`src/rtl/dma_arb_pkg.sv`:
```
package dma_arb_pkg;
  typedef enum logic [1:0] {
    LVL_NORMAL = 2'd0,
    LVL_HIGH   = 2'd1,
    LVL_TOP    = 2'd2
  } prio_lvl_e;
endpackage

```
`src/rtl/arb_prio_classify.sv`:
```
module arb_prio_classify #(
  parameter int N_CH  = 4,
  localparam int IDX_W = $clog2(N_CH)
) (
  input  logic [N_CH-1:0]  req,
  input  logic [IDX_W-1:0] top_idx,
  input  logic             top_en,
  input  logic [IDX_W-1:0] high_idx,
  input  logic             high_en,
  output logic             top_hit,
  output logic             high_hit,
  output logic [N_CH-1:0]  norm_req
);
  import dma_arb_pkg::*;

  prio_lvl_e lvl [N_CH];

  generate
    for (genvar i = 0; i < N_CH; i++) begin : g_lvl
      always_comb begin
        if (top_en && (top_idx == IDX_W'(i)))
          lvl[i] = LVL_TOP;
        else if (high_en && (high_idx == IDX_W'(i)))
          lvl[i] = LVL_HIGH;
        else
          lvl[i] = LVL_NORMAL;
      end
      assign norm_req[i] = req[i] && (lvl[i] == LVL_NORMAL);
    end
  endgenerate

  assign top_hit  = top_en && req[top_idx];
  assign high_hit = high_en && req[high_idx] && (lvl[high_idx] == LVL_HIGH);
endmodule

```
`src/rtl/arb_rr_pick.sv`:
```
module arb_rr_pick #(
  parameter int N_CH  = 4,
  localparam int IDX_W = $clog2(N_CH)
) (
  input  logic [N_CH-1:0]  cand,
  input  logic [IDX_W-1:0] last,
  output logic             found,
  output logic [IDX_W-1:0] pick
);
  always_comb begin
    found = 1'b0;
    pick  = '0;
    for (int k = N_CH; k >= 1; k--) begin
      logic [IDX_W-1:0] c;
      c = last + IDX_W'(k);
      if (cand[c]) begin
        found = 1'b1;
        pick  = c;
      end
    end
  end
endmodule

```
`src/rtl/arb_token_count.sv`:
```
module arb_token_count #(
  parameter int TOK_W = 8
) (
  input  logic             clk,
  input  logic             rst_n,
  input  logic             load,
  input  logic [TOK_W-1:0] budget,
  input  logic             consume,
  output logic             final_tok
);
  logic [TOK_W-1:0] cnt_q, cnt_d;
  logic             cnt_en;

  always_comb begin
    cnt_en = load || consume;
    cnt_d  = cnt_q;
    if (load)
      cnt_d = (budget == '0) ? TOK_W'(1) : budget;
    else if (consume && cnt_q > TOK_W'(1))
      cnt_d = cnt_q - TOK_W'(1);
  end

  always_ff @(posedge clk or negedge rst_n) begin
    if (!rst_n)
      cnt_q <= '0;
    else if (cnt_en)
      cnt_q <= cnt_d;
  end

  assign final_tok = (cnt_q <= TOK_W'(1));
endmodule

```
`src/rtl/dma_prio_arbiter.sv`:
```
module dma_prio_arbiter #(
  parameter int N_CH  = 4,
  parameter int TOK_W = 8,
  localparam int IDX_W = $clog2(N_CH)
) (
  input  logic             clk,
  input  logic             rst_n,
  input  logic [N_CH-1:0]  req,
  input  logic [N_CH-1:0]  cmd_issued,
  input  logic [IDX_W-1:0] top_idx,
  input  logic             top_en,
  input  logic [IDX_W-1:0] high_idx,
  input  logic             high_en,
  input  logic [TOK_W-1:0] tokens,
  output logic [N_CH-1:0]  grant
);
  logic [N_CH-1:0]  grant_q, grant_d;
  logic [IDX_W-1:0] rr_last_q, rr_last_d;
  logic             rr_en;
  logic             top_hit, high_hit;
  logic [N_CH-1:0]  norm_req;
  logic             rr_found;
  logic [IDX_W-1:0] rr_pick;
  logic             idle, tok_load, held_req, held_cmd, final_tok, release_now;

  arb_prio_classify #(.N_CH(N_CH)) u_class (
    .req(req), .top_idx(top_idx), .top_en(top_en),
    .high_idx(high_idx), .high_en(high_en),
    .top_hit(top_hit), .high_hit(high_hit), .norm_req(norm_req)
  );

  arb_rr_pick #(.N_CH(N_CH)) u_rr (
    .cand(norm_req), .last(rr_last_q), .found(rr_found), .pick(rr_pick)
  );

  arb_token_count #(.TOK_W(TOK_W)) u_tok (
    .clk(clk), .rst_n(rst_n), .load(tok_load), .budget(tokens),
    .consume(held_cmd), .final_tok(final_tok)
  );

  assign idle        = (grant_q == '0);
  assign held_req    = |(grant_q & req);
  assign held_cmd    = |(grant_q & cmd_issued);
  assign release_now = !held_req || (held_cmd && final_tok);

  always_comb begin
    grant_d   = grant_q;
    tok_load  = 1'b0;
    rr_en     = 1'b0;
    rr_last_d = rr_last_q;
    if (idle) begin
      if (top_hit) begin
        grant_d  = N_CH'(1) << top_idx;
        tok_load = 1'b1;
      end else if (high_hit) begin
        grant_d  = N_CH'(1) << high_idx;
        tok_load = 1'b1;
      end else if (rr_found) begin
        grant_d   = N_CH'(1) << rr_pick;
        tok_load  = 1'b1;
        rr_en     = 1'b1;
        rr_last_d = rr_pick;
      end
    end else if (release_now) begin
      grant_d = '0;
    end
  end

  always_ff @(posedge clk or negedge rst_n) begin
    if (!rst_n)
      grant_q <= '0;
    else
      grant_q <= grant_d;
  end

  always_ff @(posedge clk or negedge rst_n) begin
    if (!rst_n)
      rr_last_q <= IDX_W'(N_CH - 1);
    else if (rr_en)
      rr_last_q <= rr_last_d;
  end

  assign grant = grant_q;
endmodule

```
`config.mk`:
```
export PLATFORM = sky130hd
export DESIGN_NAME = dma_prio_arbiter
export DESIGN_NICKNAME = d
export VERILOG_FILES = /design/src/rtl/dma_arb_pkg.sv /design/src/rtl/arb_prio_classify.sv /design/src/rtl/arb_rr_pick.sv /design/src/rtl/arb_token_count.sv /design/src/rtl/dma_prio_arbiter.sv
export SDC_FILE = /design/constraint.sdc
export NUM_CORES = 1
export LEC_CHECK = 0
export ABC_AREA = 1
export BUFFER_PORTS_ARGS = -buffer_cell sky130_fd_sc_hd__buf_2
export CAP_MARGIN = 0
export CORE_ASPECT_RATIO = 0.8
export CORE_MARGIN = 5
export CORE_UTILIZATION = 50
export DETAILED_ROUTE_END_ITERATION = 12
export GPL_TIMING_DRIVEN = 0
export PLACE_DENSITY = 0.74
export RECOVER_POWER = 100
export SLEW_MARGIN = 20
export SYNTH_ARGS = -nofsm -noshare
export SYNTH_HDL_FRONTEND = slang
export SYNTH_SLANG_ARGS = --single-unit
```
`constraint.sdc`:
```
create_clock -name clk -period 2 [get_ports clk]
set_input_delay 0 -clock clk [delete_from_list [all_inputs] [get_ports clk]]
set_output_delay 0 -clock clk [all_outputs]
set_load 0.01 [all_outputs]
```
==> results.py <==
metrics = {
    "run_status": {
        "outcome": "finished, final reports clean",
    },
    "logic_synthesis": {
        "syn_inst": 193,
        "synth_top_area_cell": "dfrtp_1",
        "synthMuxAreaShare_pct": 0,
        "synth_common_cells": "nand2_1, nand3_1, inv_1, dfrtp_1, nor2_1",
        "seq_area_frac_synth_pct": 26.4,
        "yosysMostFrequentCell": "nand2_1",
        "synth-simple-area-share_pct": 44.3,
        "synthAdderAreaFrac_pct": 1.87,
        "synth_xor_area_share_pct": 5.23,
        "ys_ff_latch": 14,
        "ys_warn_count": 0,
        "synth-compound-area-share_pct": 13.8,
        "synth-edff-count": 0,
        "syn_nets": 219,
        "synth_flop_cell": "dfrtp_1",
        "synth.distinct_cells": 32,
        "async_reset_ff_share_pct": 100,
        "synth_top_family_by_area": "simple AND/OR/NAND/NOR gates",
        "syn_area_um2": 1340,
        "synth_area_leaders": "dfrtp_1, nand2_1, nand3_1, dfstp_2, inv_1",
        "synth.avg_cell_area_um2": 6.94,
        "synth_top_area_share_pct": 22.4,
    },
    "cells_and_area": {
        "area_growth_pct": 20.7,
        "drive_above_1_share_pct": 21.4,
        "nFillCells": 224,
        "register_area_um2": 353,
        "multi_input_area_um2": 876,
        "nNetsFinal": 256,
        "antenna_cells": 0,
        "finalNonFillerCells": 265,
    },
    "route": {
        "wl_mm": 3.55,
        "via_per_inst": 5.33,
        "num_vias": 1413,
        "wl_per_cell_um": 13.4,
        "drtIter0Drc": 149,
        "wl_met1_mm": 1.65,
        "top_layer_used": "met4",
        "ant_nets": 0,
        "route.detailed.drc": 0,
        "wl_met3_um": 239,
        "routed-wl-met2_mm": 1.65,
        "dr.pass1.iters": 4,
    },
    "cts": {
        "clk-insertion-delay-late_ps": 280,
        "clkTransAtPathRegs_ps": 80,
        "ctsRootBufferMaster": "clkbuf_4",
        "cts_tree": "yes",
        "post_cts_buffers": 0,
        "clock-sinks": 14,
        "clockBufferDepth": 2,
        "h-tree-depth": 1,
        "cts_buffers": 3,
    },
    "floorplanning": {
        "coreArea_um2": 2500,
        "die_height_um": 56.3,
        "io_pins": 28,
        "fp-row-count": 16,
        "die_width_um": 67.9,
        "dieArea_um2": 3820,
        "start_util_pct": 53.5,
    },
    "timing": {
        "fin_skew_ps": 0.348,
        "fmax_ghz": 0.553,
        "tightest_slew_ps": 736,
        "setup_violations": 0,
        "relSlewSlack_pct": 51.0,
        "period_share_pct": 90.4,
        "setup_tns_ps": 0,
        "drv_slew": 0,
        "min_period_ps": 1810,
        "finalHoldViolCount": 0,
        "rsz0062_at_grt": "false",
        "whs_ps": 8.66,
    },
    "worst_setup_path": {
        "critPathArrivalTime_ps": 1970,
        "cp-end-kind": "flop",
        "critical_path_class": "reg -> reg",
        "critPathRequiredTime_ps": 2160,
        "critPathMaxFanout": 7,
        "worstSetupStartpointType": "flop",
    },
    "global_routing": {
        "grt_pass1_vias": 1315,
        "grt_pass1_wl_mm": 5.99,
        "grt_max_degree": 15,
        "antenna_found_initial": 0,
        "grt-ovfl-total": 0,
        "grtUsageTotal_pct": 20.1,
    },
    "placed_design": {
        "dp_cells": 253,
        "place.port_buffers": 24,
        "hpwl_mm": 2.67,
        "place.gp.congestion": 0.915,
    },
    "flow_run": {
        "cap_violations": 0,
    },
    "power": {
        "p_total_mw": 2.31,
        "powerDensity_nw_per_um2": 1430,
        "p_leak_nw": 0.818,
        "vdd_drop_max_uv": 808,
    },
    "min_path": {
        "hold_class": "in -> reg",
    },
}
worst paths after layout:
kind	cells past startpoint	from	end	slack, ps
worst max-delay path	8	u_tok.cnt_q[0]	u_tok.cnt_q[7]	190
worst min-delay path	3	tokens[7]	u_tok.cnt_q[7]	9
worst max register to register	8	u_tok.cnt_q[0]	u_tok.cnt_q[7]	190
worst min register to register	2	rr_last_q[1]	rr_last_q[1]	550
max in group asynchronous	2	rst_n	u_tok.cnt_q[1]	1250
min in group asynchronous	2	rst_n	grant[0]	300
layout by cell type (no fill, tap or decap), drive strengths merged:
| cell | n |
|---|---|
| nand2 | 75 |
| nand3 | 29 |
| buf | 23 |
| inv | 18 |
| dfrtp | 12 |
| nor2 | 12 |
| clkbuf | 9 |
| dlygate4sd3 | 8 |
| a21oi | 6 |
| o21ai | 6 |
| xor2 | 4 |
| a22o | 4 |
| xnor2 | 4 |
| o211ai | 4 |
| nand4 | 3 |
| nor3 | 2 |
| ha | 2 |
| dfstp | 2 |
| nor4 | 2 |
| o21bai | 1 |
| o2111ai | 1 |
| o22ai | 1 |
| or4 | 1 |
area by class of cell:
type                       count  area share [%]
inverter                      18            4.18
timing repair buffer          32            12.0
buffer                         4            2.79
sequential                    14            21.8
clock buffer                   4            2.24
tap                           36            2.79
multi-input combinational    157            54.2
power breakdown:
group / switching, mW / leakage, nW / internal, mW
sequential: 0.156 / 0.168 / 0.438
combinational: 0.933 / 0.629 / 0.573
clock: 0.0940 / 0.0210 / 0.111
routing by layer:
metal  GRT usage, %  vias up
li1               -      713
met1           29.4      647
met2           30.5       51
met3           4.79        2
met4           2.55        0
met5              0        -
stage by stage:
step / setup slack [ps] / utilization (%) / instance area, µm²
global placement: 207 / 60.1 / 1500
global route: 27.8 / 64.6 / 1620
CTS: 124 / 64.8 / 1620
detailed placement: 138 / 60.1 / 1500
floorplan: 413 / - / 1340
finish: 192 / 64.6 / 1620
cells by family (layout without fill, tap and decap cells):
| kind of cell | after synthesis | after routing |
|---|---|---|
| AO/OA/AOI/OAI | 23 | 23 |
| XOR/XNOR | 8 | 8 |
| adder cells (fa/ha/maj) | 2 | 2 |
| buffers and inverters | 22 | 58 |
| flip-flops | 14 | 14 |
| AND/OR/NAND/NOR | 124 | 124 |
state kept, by name, indices dropped and copies added (netlist names):
name and count:
grant 4, rr_last_q 2, u_tok.cnt_q 8
timing repair:
| item | in CTS | in global routing |
|---|---|---|
| gates resized for setup | 0 | 1 |
| hold buffers | 8 | 0 |
| hold endpoints to repair | 21 | 0 |
| setup endpoints to repair | 0 | 4 |
worst max-delay path, stage by stage (launching register included):
cell and delay [ps]:
dfrtp_1 360, inv_1 80, ha_1 260, o2111ai_1 330, nand2_2 200, inv_1 220
nor2_8 80, nand2_1 70, o211ai_1 80
(Power assumes the default switching activity.)
